File: config.mk
export PLATFORM = sky130hd
export DESIGN_NAME = swp_guard
export DESIGN_NICKNAME = d
export VERILOG_FILES = /design/src/rtl/swp_pkg.sv /design/src/rtl/swp_wel.sv /design/src/rtl/swp_nvstore.sv /design/src/rtl/swp_region.sv /design/src/rtl/swp_guard.sv
export SDC_FILE = /design/constraint.sdc
export NUM_CORES = 1
export LEC_CHECK = 0
export CORE_AREA = 2 2 39 41
export DETAILED_ROUTE_END_ITERATION = 8
export DIE_AREA = 0 0 41 43
export DONT_BUFFER_PORTS = 1
export PLACE_DENSITY = 0.45
export SETUP_SLACK_MARGIN = 0.3
export SYNTH_ARGS = -nofsm -noshare
export SYNTH_HDL_FRONTEND = slang
export SYNTH_SLANG_ARGS = --single-unit
File: constraint.sdc
create_clock -name clk -period 3.65 [get_ports clk]
set_input_delay 0.1825 -clock clk [delete_from_list [all_inputs] [get_ports clk]]
set_output_delay 0.1825 -clock clk [all_outputs]
set_load 0.05 [all_outputs]
File: src/rtl/swp_pkg.sv
package swp_pkg;
    localparam int ST_W = 8;

    typedef enum logic [1:0] {
        BP_NONE    = 2'b00,
        BP_QUARTER = 2'b01,
        BP_HALF    = 2'b10,
        BP_ALL     = 2'b11
    } bp_e;

    typedef struct packed {
        logic       lock_en;   // bit 7
        logic [2:0] spare_hi;  // bits 6:4
        bp_e        bp;        // bits 3:2
        logic       wel;       // bit 1
        logic       spare_lo;  // bit 0
    } status_t;

    function automatic logic sr_write_ok(logic wel, logic lock_en, logic wp_pin);
        return wel && (!lock_en || wp_pin);
    endfunction

    function automatic logic region_hit(bp_e bp, logic [1:0] top2);
        case (bp)
            BP_NONE:    return 1'b0;
            BP_QUARTER: return top2 == 2'b11;
            BP_HALF:    return top2[1];
            default:    return 1'b1;
        endcase
    endfunction
endpackage

File: src/rtl/swp_wel.sv
module swp_wel (
    input  logic clk,
    input  logic rst,
    input  logic set_i,
    input  logic clr_i,
    output logic wel_o
);
    always_ff @(posedge clk) begin
        if (rst)        wel_o <= 1'b0;
        else if (clr_i) wel_o <= 1'b0;
        else if (set_i) wel_o <= 1'b1;
    end

    assert_set_R2: assert property (@(posedge clk) disable iff (rst)
        $rose(wel_o) |-> $past(set_i));
    assert_clr_R9: assert property (@(posedge clk) disable iff (rst)
        clr_i |=> !wel_o);
endmodule

File: src/rtl/swp_nvstore.sv
module swp_nvstore
    import swp_pkg::*;
(
    input  logic    clk,
    input  logic    rst,
    input  logic    wrsr_i,
    input  status_t data_i,
    input  logic    wel_i,
    input  logic    wp_pin_i,
    output logic    grant_o,
    output status_t nv_o
);
    status_t nv_q = '0;

    assign grant_o = wrsr_i && sr_write_ok(wel_i, nv_q.lock_en, wp_pin_i);

    always_ff @(posedge clk) begin
        if (grant_o) begin
            nv_q     <= data_i;
            nv_q.wel <= 1'b0;
        end
    end

    assign nv_o = nv_q;

    assert_locked_R5: assert property (@(posedge clk) disable iff (rst)
        (wrsr_i && nv_q.lock_en && !wp_pin_i) |=> $stable(nv_q));
    assert_nowel_R3: assert property (@(posedge clk) disable iff (rst)
        (wrsr_i && !wel_i) |=> $stable(nv_q));
endmodule

File: src/rtl/swp_region.sv
module swp_region
    import swp_pkg::*;
#(
    parameter int ADDR_W = 19
) (
    input  logic [ADDR_W-1:0] addr_i,
    input  bp_e               bp_i,
    output logic              hit_o
);
    localparam int TOP = ADDR_W - 1;

    generate
        if (ADDR_W >= 2) begin : g_wide
            assign hit_o = region_hit(bp_i, addr_i[TOP -: 2]);
        end else begin : g_narrow
            assign hit_o = region_hit(bp_i, {addr_i[0], addr_i[0]});
        end
    endgenerate
endmodule

File: src/rtl/swp_guard.sv
module swp_guard
    import swp_pkg::*;
#(
    parameter int ADDR_W = 19
) (
    input  logic              clk,
    input  logic              rst,
    input  logic              wren_i,
    input  logic              wrdi_i,
    input  logic              wrsr_i,
    input  logic [ST_W-1:0]   wrsr_data_i,
    input  logic              wr_req_i,
    input  logic [ADDR_W-1:0] wr_addr_i,
    input  logic              wp_pin_i,
    output logic [ST_W-1:0]   status_o,
    output logic              sr_grant_o,
    output logic              wr_grant_o
);
    logic    wel;
    logic    hit;
    status_t nv;
    status_t shown;

    swp_wel u_wel (
        .clk   (clk),
        .rst   (rst),
        .set_i (wren_i),
        .clr_i (wrdi_i),
        .wel_o (wel)
    );

    swp_nvstore u_nv (
        .clk      (clk),
        .rst      (rst),
        .wrsr_i   (wrsr_i),
        .data_i   (status_t'(wrsr_data_i)),
        .wel_i    (wel),
        .wp_pin_i (wp_pin_i),
        .grant_o  (sr_grant_o),
        .nv_o     (nv)
    );

    swp_region #(.ADDR_W(ADDR_W)) u_region (
        .addr_i (wr_addr_i),
        .bp_i   (nv.bp),
        .hit_o  (hit)
    );

    always_comb begin
        shown     = nv;
        shown.wel = wel;
    end

    assign status_o   = shown;
    assign wr_grant_o = wr_req_i && wel && !hit;

    assert_nogrant_R3: assert property (@(posedge clk) disable iff (rst)
        !wel |-> (!wr_grant_o && !sr_grant_o));
    assert_all_R6: assert property (@(posedge clk) disable iff (rst)
        (wr_req_i && status_o[3:2] == 2'b11) |-> !wr_grant_o);
    assert_keep_wel_R10: assert property (@(posedge clk) disable iff (rst)
        (wrsr_i && !wren_i && !wrdi_i) |=> (status_o[1] == $past(status_o[1])));
endmodule

* After elaboration in Yosys (flattened, before gate mapping)
Index checks and enable logic that the tools add are counted.
Widths: inputs -> output; s select.
** Operators by class
- Muxes and demuxes :: 1
- $lt $le $gt $ge :: 0
- Bitwise gates (word level) :: 0
- Reduce and logical (&&, ||, !) cells :: 9
- Add/subtract/negate cells :: 0
- Shift-type cells :: 0
- Div/mod/pow operators :: 0
- Equal/unequal tests :: 3
- Multiply operators :: 0
** Operators by type and width (number)
- $eq 2x2->1 const B :: 2
- $logic_and 1x1->1 :: 4
- $pmux 1 s3 :: 1
- $eq 2x1->1 const B :: 1
- $logic_not 1->1 :: 2
- $logic_not 2->1 :: 1
- $reduce_or 2->1 :: 1
- $logic_or 1x1->1 :: 1
** Word-level totals
- Bits of input ports :: 34
- Memories kept :: 0
- Bits in writable memories :: 0
- Bits in read-only memories :: 0
- Logic and storage cells :: 18
- Register bits after elaboration :: 8
- Output and inout port bits :: 10
- Bits in latches :: 0

* Depth between registers and ports, before layout
Gate-level depths: netlist (run 1).
- Depth in word-level cells :: 4
- Mapped depth :: 2
- Gate-level depth less buffers :: 2

* Modules after synthesis
Synthesis (run 1) repeated with hierarchy kept, for this count alone.
** Second synthesis, totals
- Cell total of the unflattened synthesis :: 20
- Area, all modules :: 301.5 um2
** Modules (own cells, without submodules)
- swp_nvstore :: area an instance 237.7 um2, instances 1, cells an instance 12
- swp_wel :: area an instance 33.8 um2, instances 1, cells an instance 3
- swp_guard :: area an instance 16.3 um2, instances 1, cells an instance 2
- swp_region :: area an instance 13.8 um2, instances 1, cells an instance 3

* Worst setup path after synthesis (run 1)
No wires, ideal clock.
- Path kind :: flip-flop to flip-flop
- From :: register u_nv.nv_q, in the netlist u_nv.nv_o[7]
- To :: register u_nv.nv_q, in the netlist u_nv.nv_o[0], enable pin
- Required time :: 3.243 ns
- Buffers on the path :: 0
- Data arrival time :: 1.802 ns
- Path slack :: 1.440 ns
- Stages on the path, launching flop included :: 2
- Cells stage by stage :: edfxtp_1 -> a21oi_1
** On the way
- Word-level cells in the longest chain between the ends :: 4
** Ends and longest elaborated chain
- start: declaration :: RTL line swp_nvstore.sv:13 : status_t nv_q = '0;
- start signal: assignment :: RTL line swp_nvstore.sv:19 : nv_q <= data_i;
- $logic_not 1->1 :: RTL line swp_pkg.sv:20 : return wel && (!lock_en || wp_pin);
- $logic_or 1x1->1 :: RTL line swp_pkg.sv:20
- $logic_and 1x1->1 :: RTL line swp_pkg.sv:20
- $logic_and 1x1->1 :: RTL line swp_nvstore.sv:15 : assign grant_o = wrsr_i && sr_write_ok(wel_i, nv_q.lock_en, wp_pin_i);
- via sr_grant_o :: RTL line swp_guard.sv:16 : output logic sr_grant_o,
The timed path passes the listed nets, and every way through them passes these cells.
A chain may end at the register's enable or synchronous reset.

* Worst setup path in the final report (run 1)
- From :: register u_wel.wel_o
- To :: output port sr_grant_o
** On the way
- Word-level cells in the longest chain between the ends :: 2
** Ends and longest elaborated chain
- start: declaration :: RTL line swp_wel.sv:6 : output logic wel_o
- start signal: assignment :: RTL line swp_wel.sv:9 : if (rst) wel_o <= 1'b0;
- start signal: assignment :: RTL line swp_wel.sv:10 : else if (clr_i) wel_o <= 1'b0;
- start signal: assignment :: RTL line swp_wel.sv:11 : else if (set_i) wel_o <= 1'b1;
- $logic_and 1x1->1 :: RTL line swp_pkg.sv:20
- $logic_and 1x1->1 :: RTL line swp_nvstore.sv:15
- end: declaration :: RTL line swp_guard.sv:16
Every way passes these cells.

==> reports/results.txt, run 1 <==
GRT Overall Usage: 5.71%
Worst hold start: rst
RSZ-0062 raised after global routing: no
Share of cells above drive strength 1: 20.0%
Worst path cell trace: nand2_1 -> a21oi_2
Most numerous cell in the Yosys netlist: edfxtp_1
Wire per inst: 12.1 um
Endpoint class of the critical path: primary output
Worst hold path type: in -> reg
Crit path time final: 1.94 ns
Worst reg-to-reg path cell count: 2
Max Slew Vio Count: 0
Post-Route WL: 434 um
Hold path depth: 1
YS warnings: 0
Period utilisation layout: 53.2%
Placed cell count: 32
R2R Path Start: u_wel.wel_o
Number of global-route vias before repair: 170
Post-synth EDFFs: 7
First-pass GRT wire length: 621 um
Slowest stage cell, crit path: a21oi_2
Mapped cell area: 278 um2
Port bufs: 0
Fmax: 515 MHz
Routing usage on met3: 3.14%
Synth top area share: 75.7%
Hold Fails Final Rpt: 0
GRT overflow: 0
Cells after synthesis: 17
Largest net degree at the start of global routing: 9
Async S/R FF share, synth: 0%
Status: finished, final reports clean
Crit path arrival time: 1.76 ns
Critical path type: reg -> out
Max_slew headroom: 36.2%
Final setup fails: 0
Syn avg cell area: 16.3 um2
Antenna diodes: 0
Total number of vias: 144
Top Ports: 44
Max clock buf depth: 2
Mapped Nets: 51
Unique masters post-synth: 11
Row count: 14
Register area share after synthesis: 82.9%
Max-Cap Viols: 0
Crit start category: register
Setup slack, reg-to-reg: 1.75 ns
GP Congestion: 0.553
RR Endpoint: u_nv.nv_o[3]
Post-cts gate resize count: 0
Leakage: 0.103 nW
Setup TNS: 0 ns
Drc violations: 0
Post-DP HPWL: 401 um
Total iterations of the first detailed-routing run: 1
Synth Flop Type: edfxtp_1
Post-CTS Hold Fix Bufs: 0
Die Y: 43 um
CTS buffer count: 3
Pwr Density: 561 mW/mm2
TritonCTS Sinks: 8
DP Area: 294 um2
Register bit count reported by yosys: 8
Antenna violations before repair: 0
Die area: 0.00176 mm2
1st-iter DRT viols: 0
Hold Crit Endpoint: u_wel.wel_o
Largest area contributor in the netlist: edfxtp_1
Area Overhead vs Synth: 15.3%
Root Buffer: clkbuf_4
Clk_skew: 0.00432 ns
# nets final: 55
Met2 Resource Use GR: 9.38%
GR peak layer: met2
CORE AREA: 0.00138 mm2
Crit-path max FO: 8
Antenna Nets Post-Route: 0
Chip width: 41 um
Via/cell ratio: 4.00
Clock-pin slew on the worst setup and hold paths: 0.05 ns
Final Non-Filler Cells: 36
Crit path largest cell delay: 0.73 ns
Design area: 320 um2
TritonCTS clock tree: done
Worst EP required: 3.47 ns
Clock insertion delay at the later pin of the skew report: 0.24 ns
Worst-margin pin slew: 0.957 ns
Worst ir drop on vdd: 0.0831 mV
H-tree depth: 1
Final core occ: 23.1%
Initial Util: 20.1%
Synth area leaders: edfxtp_1 76%, dfxtp_1 7.2%, and4_1 3.2%, buf_4 2.7%, a21oi_1 1.8%
Post-CTS Setup Repair Bufs: 0
GR Layer Usage met1: 3.73%
## worst max-delay path, delay by kind of cell, from the launching register on
kind               cells  cell delay (ns)
DFF                    1             0.66
AOI/OAI and AO/OA      1             0.73
and+or+nand+nor        1             0.13
## metrics by stage
step | hold slack [ns] | worst slack, ns | total power [mW]
after detailed placement | 0.264 | 1.73 | 0.116
after global placement | 0.260 | 1.76 | 0.115
after floorplan | 0.259 | 1.44 | 0.115
after global routing | 0.0160 | 1.62 | 0.186
final | 0.0184 | 1.71 | 0.180
after CTS | 0.0102 | 1.67 | 0.183
## how the worst max path moves through the flow
stage	from	to	slack, ns
after floorplan	u_nv.nv_o[7]	u_nv.nv_o[0]	1.44
after global placement	u_wel.wel_o	u_nv.nv_o[0]	1.76
after detailed placement	u_wel.wel_o	u_nv.nv_o[5]	1.73
after CTS	u_wel.wel_o	sr_grant_o	1.67
after global routing	u_wel.wel_o	sr_grant_o	1.62
final	u_wel.wel_o	sr_grant_o	1.71
## area by class of cell
class / count / area (um2)
flip-flops and latches: 8 / 230
multi-input cells: 7 / 40.0
well taps: 16 / 20.0
fillers: 147 / 1060
clock buffers: 4 / 26.3
inverters: 1 / 3.75
## cells in the final DEF (no fill, tap or decap)
master,instances
a21oi_2,1
clkbuf_4,3
nor2_1,1
dfxtp_1,1
nand3_1,1
and4_1,1
o21ai_1,1
edfxtp_1,7
clkbuf_1,1
nand2_1,1
nor3_1,1
inv_1,1
## registers in the layout, indices dropped and copies added, names as in the netlist
signal,cells
u_wel.wel_o,1
u_nv.nv_o,7
## power by group
part           internal [mW]  switching, mW  total, mW  leakage (nW)
combinational       0.000972        0.00343    0.00440        0.0166
clock                 0.0415         0.0246     0.0660        0.0150
sequential             0.102        0.00729      0.109        0.0717
total                  0.144         0.0353      0.180         0.103
## routing by layer
layer  vias up  wire, um
met2         6       286
met4         0         0
met3         0        36
li1         70         -
met1        68       111
met5         -         0
## cells by family (layout without fill, tap and decap cells)
family	Yosys count	after routing	share of synthesized area (%)
simple gates	5	5	9.45
buf+inv	2	5	4.05
compound gates	2	2	3.60
flops	8	8	82.9
Power figures use the tool's default switching activity.
==> inputs of run 2 (changes only) <==
PLACE_DENSITY = 0.46   (was 0.45)
clock period = 1.6 ns   (was 3.65 ns; I/O delays follow)
==> run 2 against run 1 <==
Against the previous run: clock skew shrank 0.0038 ns; non-clock buffer count is 16 higher; core utilization up 11 points; worst hold slack improved by 0.28 ns; clock power grew 140%; design area rose by 48%; die area stayed put; sequential power increased by 120%; sequential share of layout area down 23 points; sequential cell count stayed put; first-iteration DRC count rose by 3; critical endpoint is now wr_grant_o.
==> reports/results.txt, run 2 (synthesis gave the netlist of run 1 again) <==
Drc violations: 0
Critical Path End: wr_grant_o
Max_slew headroom: 69.0%
Worst path cell trace: buf_4 -> and4_4
Status: finished, final reports clean
Most frequent cells in the layout: 10 x dlygate4sd3_1, 7 x edfxtp_1, 6 x buf_4
Pre-CTS WS: 0.569 ns
Final setup fails: 0
CTS buffer count: 3
Area Overhead vs Synth: 71.2%
Flop pwr share: 54.0%
Worst hold start: wp_pin_i
Largest net degree at the start of global routing: 8
Crit start category: register
Die area: 0.00176 mm2
Final core occ: 34.4%
Max clock buf depth: 2
Port bufs: 0
GRT overflow: 0
Worst EP required: 1.52 ns
Number of global-route vias before repair: 236
Post-DP HPWL: 470 um
Commonest non-fill, non-tap cell in the layout: dlygate4sd3_1
Post-route setup slack: 0.381 ns
Top Ports: 44
# nets final: 71
Die Y: 43 um
Clk_skew: 0.000483 ns
Sw frac: 21.0%
Endpoint class of the critical path: primary output
Total iterations of the first detailed-routing run: 3
Crit path time final: 1.22 ns
1st-iter DRT viols: 3
Row count: 14
Worst-margin pin slew: 0.466 ns
TritonCTS clock tree: done
Chip width: 41 um
Antenna violations before repair: 0
TritonCTS Sinks: 8
Clock-pin slew on the worst setup and hold paths: 0.05 ns
Slowest stage cell, crit path: and4_4
Crit path arrival time: 1.14 ns
Share of cells above drive strength 1: 30.6%
RR Endpoint: u_nv.nv_o[3]
GP Congestion: 0.631
Max reg flops: 7
Antenna Nets Post-Route: 0
RSZ-0062 raised after global routing: no
Leakage: 0.178 nW
Total number of vias: 213
Post-Route WL: 638 um
Sw Pwr: 0.0932 mW
Combinational power share: 10.4%
H-tree depth: 1
Worst hold path type: in -> reg
Initial Util: 20.1%
Via/cell ratio: 4.10
Clock Power Share: 35.5%
Worst ir drop on vdd: 0.290 mV
Max-Cap Viols: 0
CORE AREA: 0.00138 mm2
Wire per inst: 12.3 um
Root Buffer: clkbuf_4
First-pass GRT wire length: 931 um
GRT Overall Usage: 8.55%
Period utilisation layout: 76.2%
Setup slack, reg-to-reg: 0.52 ns
Launch point of the worst path: u_wel.wel_o
Worst reg-to-reg path cell count: 2
Antenna diodes: 0
Hold Fails Final Rpt: 0
R2R Path Start: u_nv.nv_o[7]
Max Slew Vio Count: 0
Pwr Density: 934 mW/mm2
Crit-path max FO: 3
Int Pwr: 0.351 mW
Crit path largest cell delay: 0.35 ns
Setup TNS: 0 ns
Clock insertion delay at the later pin of the skew report: 0.24 ns
Critical path type: reg -> out
Fmax: 821 MHz
## run 2: area by class of cell
| type | instances | area [um2] |
|---|---|---|
| tap | 16 | 20.0 |
| clock buffer | 4 | 26.3 |
| multi-input combinational | 7 | 50.0 |
| sequential | 8 | 230 |
| fill | 143 | 908 |
| timing repair buffer | 16 | 145 |
| inverter | 1 | 3.75 |
## run 2: worst max-delay path: cells and delay by family (launching register included)
kind                   cells  cell delay [ns]
and+or+nand+nor            1             0.35
DFF                        1             0.33
buffers and inverters      1             0.21
## run 2: power by group through the flow
stage	registers, mW	clock network, mW	logic (mW)
floorplan	0.248	0	0.0164
global placement	0.244	0	0.0248
detailed placement	0.244	0	0.0251
CTS	0.240	0.165	0.0460
global route	0.240	0.171	0.0491
finish	0.240	0.158	0.0463
## run 2: stage by stage
step           hold slack [ns]  total power [mW]  cell area [um2]  cells
5_1_grt                  0.304             0.460              475     52
4_1_cts                  0.291             0.451              474     52
3_3_place_gp             0.158             0.269              340     37
6_report                 0.300             0.444              475     52
3_5_place_dp             0.160             0.269              340     37
2_1_floorplan            0.157             0.265              290     17
## run 2: what timing repair did
action                                  4_1_cts  5_1_grt
endpoints found under the setup margin        1        1
resized for setup                             0        1
buffers inserted                              1        0
pin swaps                                     1        0
hold buffers                                 10        0
hold endpoints to repair                      8        0
## run 2: how the worst min path moves through the flow
stage                        end  slack, ns  depth (start not counted)
global placement     u_wel.wel_o       0.16                          1
detailed placement   u_wel.wel_o       0.16                          1
floorplan            u_wel.wel_o       0.16                          1
global route        u_nv.nv_o[6]       0.30                          3
finish              u_nv.nv_o[2]       0.30                          3
CTS                 u_nv.nv_o[3]       0.29                          3
## run 2: routing by layer
layer  routed length (um)  GRT usage, %  part of all wire [%]  vias up
li1                     -             -                     -      100
met1                  179          6.06                    28      105
met2                  409          15.9                    64        8
met3                   48          3.14                   7.5        0
met4                    0          6.00                     0        0
met5                    0             0                     0        -
==> inputs of run 3 (changes only) <==
ABC_AREA = 1   (was not set)
clock period = 1.16 ns   (was 1.6 ns; I/O delays follow)
==> run 3 against run 2 <==
Against the previous run: power is 44% higher; combinational power is 86% higher; die area stayed put; non-clock buffer count is 4 higher; via count is 17% higher; critical path type unchanged; critical path depth is 2 higher; synthesized cell count is 29% higher; sequential power is 38% higher; design area is 24% higher.
==> reports/results.txt, run 3 <==
Post-synth EDFFs: 7
Clk_skew: 0.00138 ns
Most numerous cell in the Yosys netlist: edfxtp_1
Int Pwr: 0.499 mW
Async S/R FF share, synth: 0%
Endpoint class of the critical path: primary output
Pwr Density: 1080 mW/mm2
Final Non-Filler Cells: 61
Fmax: 864 MHz
Clock-pin slew on the worst setup and hold paths: 0.05 ns
Area Overhead vs Synth: 97.9%
Clock insertion delay at the later pin of the skew report: 0.25 ns
Synth Flop Type: edfxtp_1
Max-Cap Viols: 0
Synth top cells by count: 7 x edfxtp_1, 3 x inv_1, 3 x nand2_1, 3 x nor2_1
GP Congestion: 0.592
Worst-margin pin slew: 0.472 ns
Leakage: 0.231 nW
Crit-path max FO: 3
Status: finished, final reports clean
Filler Cell Count: 120
Antenna violations before repair: 0
Sw Pwr: 0.139 mW
Syn avg cell area: 13.5 um2
Commonest non-fill, non-tap cell in the layout: dlygate4sd3_1
Critical path type: reg -> out
TritonCTS Sinks: 8
Hold Crit Endpoint: u_nv.nv_o[0]
Largest area contributor in the netlist: edfxtp_1
Worst hold path type: in -> reg
Port bufs: 0
Drc violations: 0
Hold Fails Final Rpt: 0
Clock Power Share: 34.6%
Total number of vias: 249
Max reg flops: 7
RSZ-0062 raised after global routing: yes
Max clock buf depth: 2
Row count: 14
Largest net degree at the start of global routing: 8
Period utilisation layout: 99.7%
Root Buffer: clkbuf_4
Chip width: 41 um
YS warnings: 0
Crit start category: register
R2R Path Start: u_nv.nv_o[7]
Antenna Nets Post-Route: 0
Total iterations of the first detailed-routing run: 4
Max_slew headroom: 68.6%
Hold path depth: 3
Initial Util: 21.5%
H-tree depth: 1
Die area: 0.00176 mm2
CORE AREA: 0.00138 mm2
First-pass GRT wire length: 986 um
Final setup fails: 0
Mapped Nets: 56
Register area share after synthesis: 77.3%
Worst reg-to-reg path cell count: 2
GRT overflow: 0
CTS buffer count: 3
Mapped cell area: 298 um2
Crit path arrival time: 1.10 ns
Power Total: 0.639 mW
Cells after synthesis: 22
Flop pwr share: 51.9%
Worst hold start: wrsr_i
Max Slew Vio Count: 0
Number of global-route vias before repair: 254
Combinational power share: 13.4%
Wire per inst: 11.9 um
Post-Route WL: 727 um
Top Ports: 44
Setup slack, reg-to-reg: 0.10 ns
# nets final: 80
Synth area leaders: edfxtp_1 71%, dfxtp_1 6.7%, inv_1 3.8%, nand2_1 3.8%, nor2_1 3.8%
TritonCTS clock tree: done
Worst EP required: 1.10 ns
Register bit count reported by yosys: 8
Antenna diodes: 0
Unique masters post-synth: 10
Die Y: 43 um
Share of cells above drive strength 1: 42.2%
RR Endpoint: u_nv.nv_o[7]
Crit path time final: 1.16 ns
Post-DP HPWL: 530 um
Worst ir drop on vdd: 0.417 mV
Most frequent cells in the layout: 10 x dlygate4sd3_1, 7 x edfxtp_1, 6 x buf_6
Synth top area share: 70.6%
Placed cell count: 44
GRT Overall Usage: 9.47%
Via/cell ratio: 4.08
Sw frac: 21.8%
1st-iter DRT viols: 3
==> run 3: final cells by class <==
class	instances	area, um2	share of cell area [%]
tap	16	20.0	3.40
sequential	8	231	39.3
timing repair buffer	20	230	39.1
inverter	3	11.3	1.91
clock buffer	4	26.3	4.46
multi-input combinational	10	70.1	11.9
==> run 3: cells by family after synthesis <==
| family | Yosys count | share of synthesized area, % |
|---|---|---|
| buffers and inverters | 4 | 6.30 |
| and+or+nand+nor | 9 | 14.7 |
| AOI/OAI and AO/OA | 1 | 1.68 |
| DFF | 8 | 77.3 |
==> run 3: worst max path at each step <==
stage            startpoint           end  slack, ns  depth (start not counted)
6_report       u_nv.nv_o[2]    wr_grant_o      0.003                          4
5_1_grt        u_nv.nv_o[2]    wr_grant_o      -0.07                          4
4_1_cts        u_nv.nv_o[2]    wr_grant_o      -0.01                          4
3_5_place_dp   u_nv.nv_o[7]  u_nv.nv_o[6]       0.12                          1
3_3_place_gp   u_nv.nv_o[7]  u_nv.nv_o[5]       0.16                          1
2_1_floorplan  u_nv.nv_o[7]  u_nv.nv_o[0]      -0.36                          1
==> run 3: critical path: stages, from the launching register on <==
cell and delay (ns):
edfxtp_1 0.41, nand3_1 0.10, nand2_2 0.07, nor2_4 0.12, buf_12 0.14
==> run 3: metrics by stage <==
step | utilization, % | setup WS, ns | setup TNS [ns] | hold WS [ns] | area, um2
after floorplan | - | -0.356 | -2.55 | 0.127 | 314
after global placement | 28.3 | 0.156 | 0 | 0.127 | 392
after detailed placement | 28.3 | 0.119 | 0 | 0.132 | 392
after CTS | 42.0 | -0.0104 | -0.0104 | 0.233 | 582
after global routing | 42.6 | -0.0678 | -0.0728 | 0.235 | 589
final | 42.6 | 0.00301 | 0 | 0.243 | 589
==> run 3: power groups by stage <==
stage / registers, mW / logic, mW / clock network (mW)
2_1_floorplan: 0.343 / 0.0266 / 0
3_3_place_gp: 0.336 / 0.0438 / 0
3_5_place_dp: 0.337 / 0.0446 / 0
4_1_cts: 0.332 / 0.0838 / 0.234
5_1_grt: 0.332 / 0.0904 / 0.248
6_report: 0.332 / 0.0859 / 0.221
==> run 3: what timing repair did <==
action                     CTS  global route
pin swaps                    1             2
hold endpoints to repair     8             0
hold buffers                10             0
setup endpoints to repair   18            18
buffers inserted             3             0
gates resized for setup     12             2
==> run 3: layer usage <==
| metal | share of wire [%] | track usage, % | routed length, um | vias up |
|---|---|---|---|---|
| li1 | - | - | - | 120 |
| met1 | 28 | 5.39 | 201 | 119 |
| met2 | 66 | 17.5 | 480 | 10 |
| met3 | 6.2 | 4.71 | 45 | 0 |
| met4 | 0 | 8.00 | 0 | 0 |
| met5 | 0 | 0 | 0 | - |
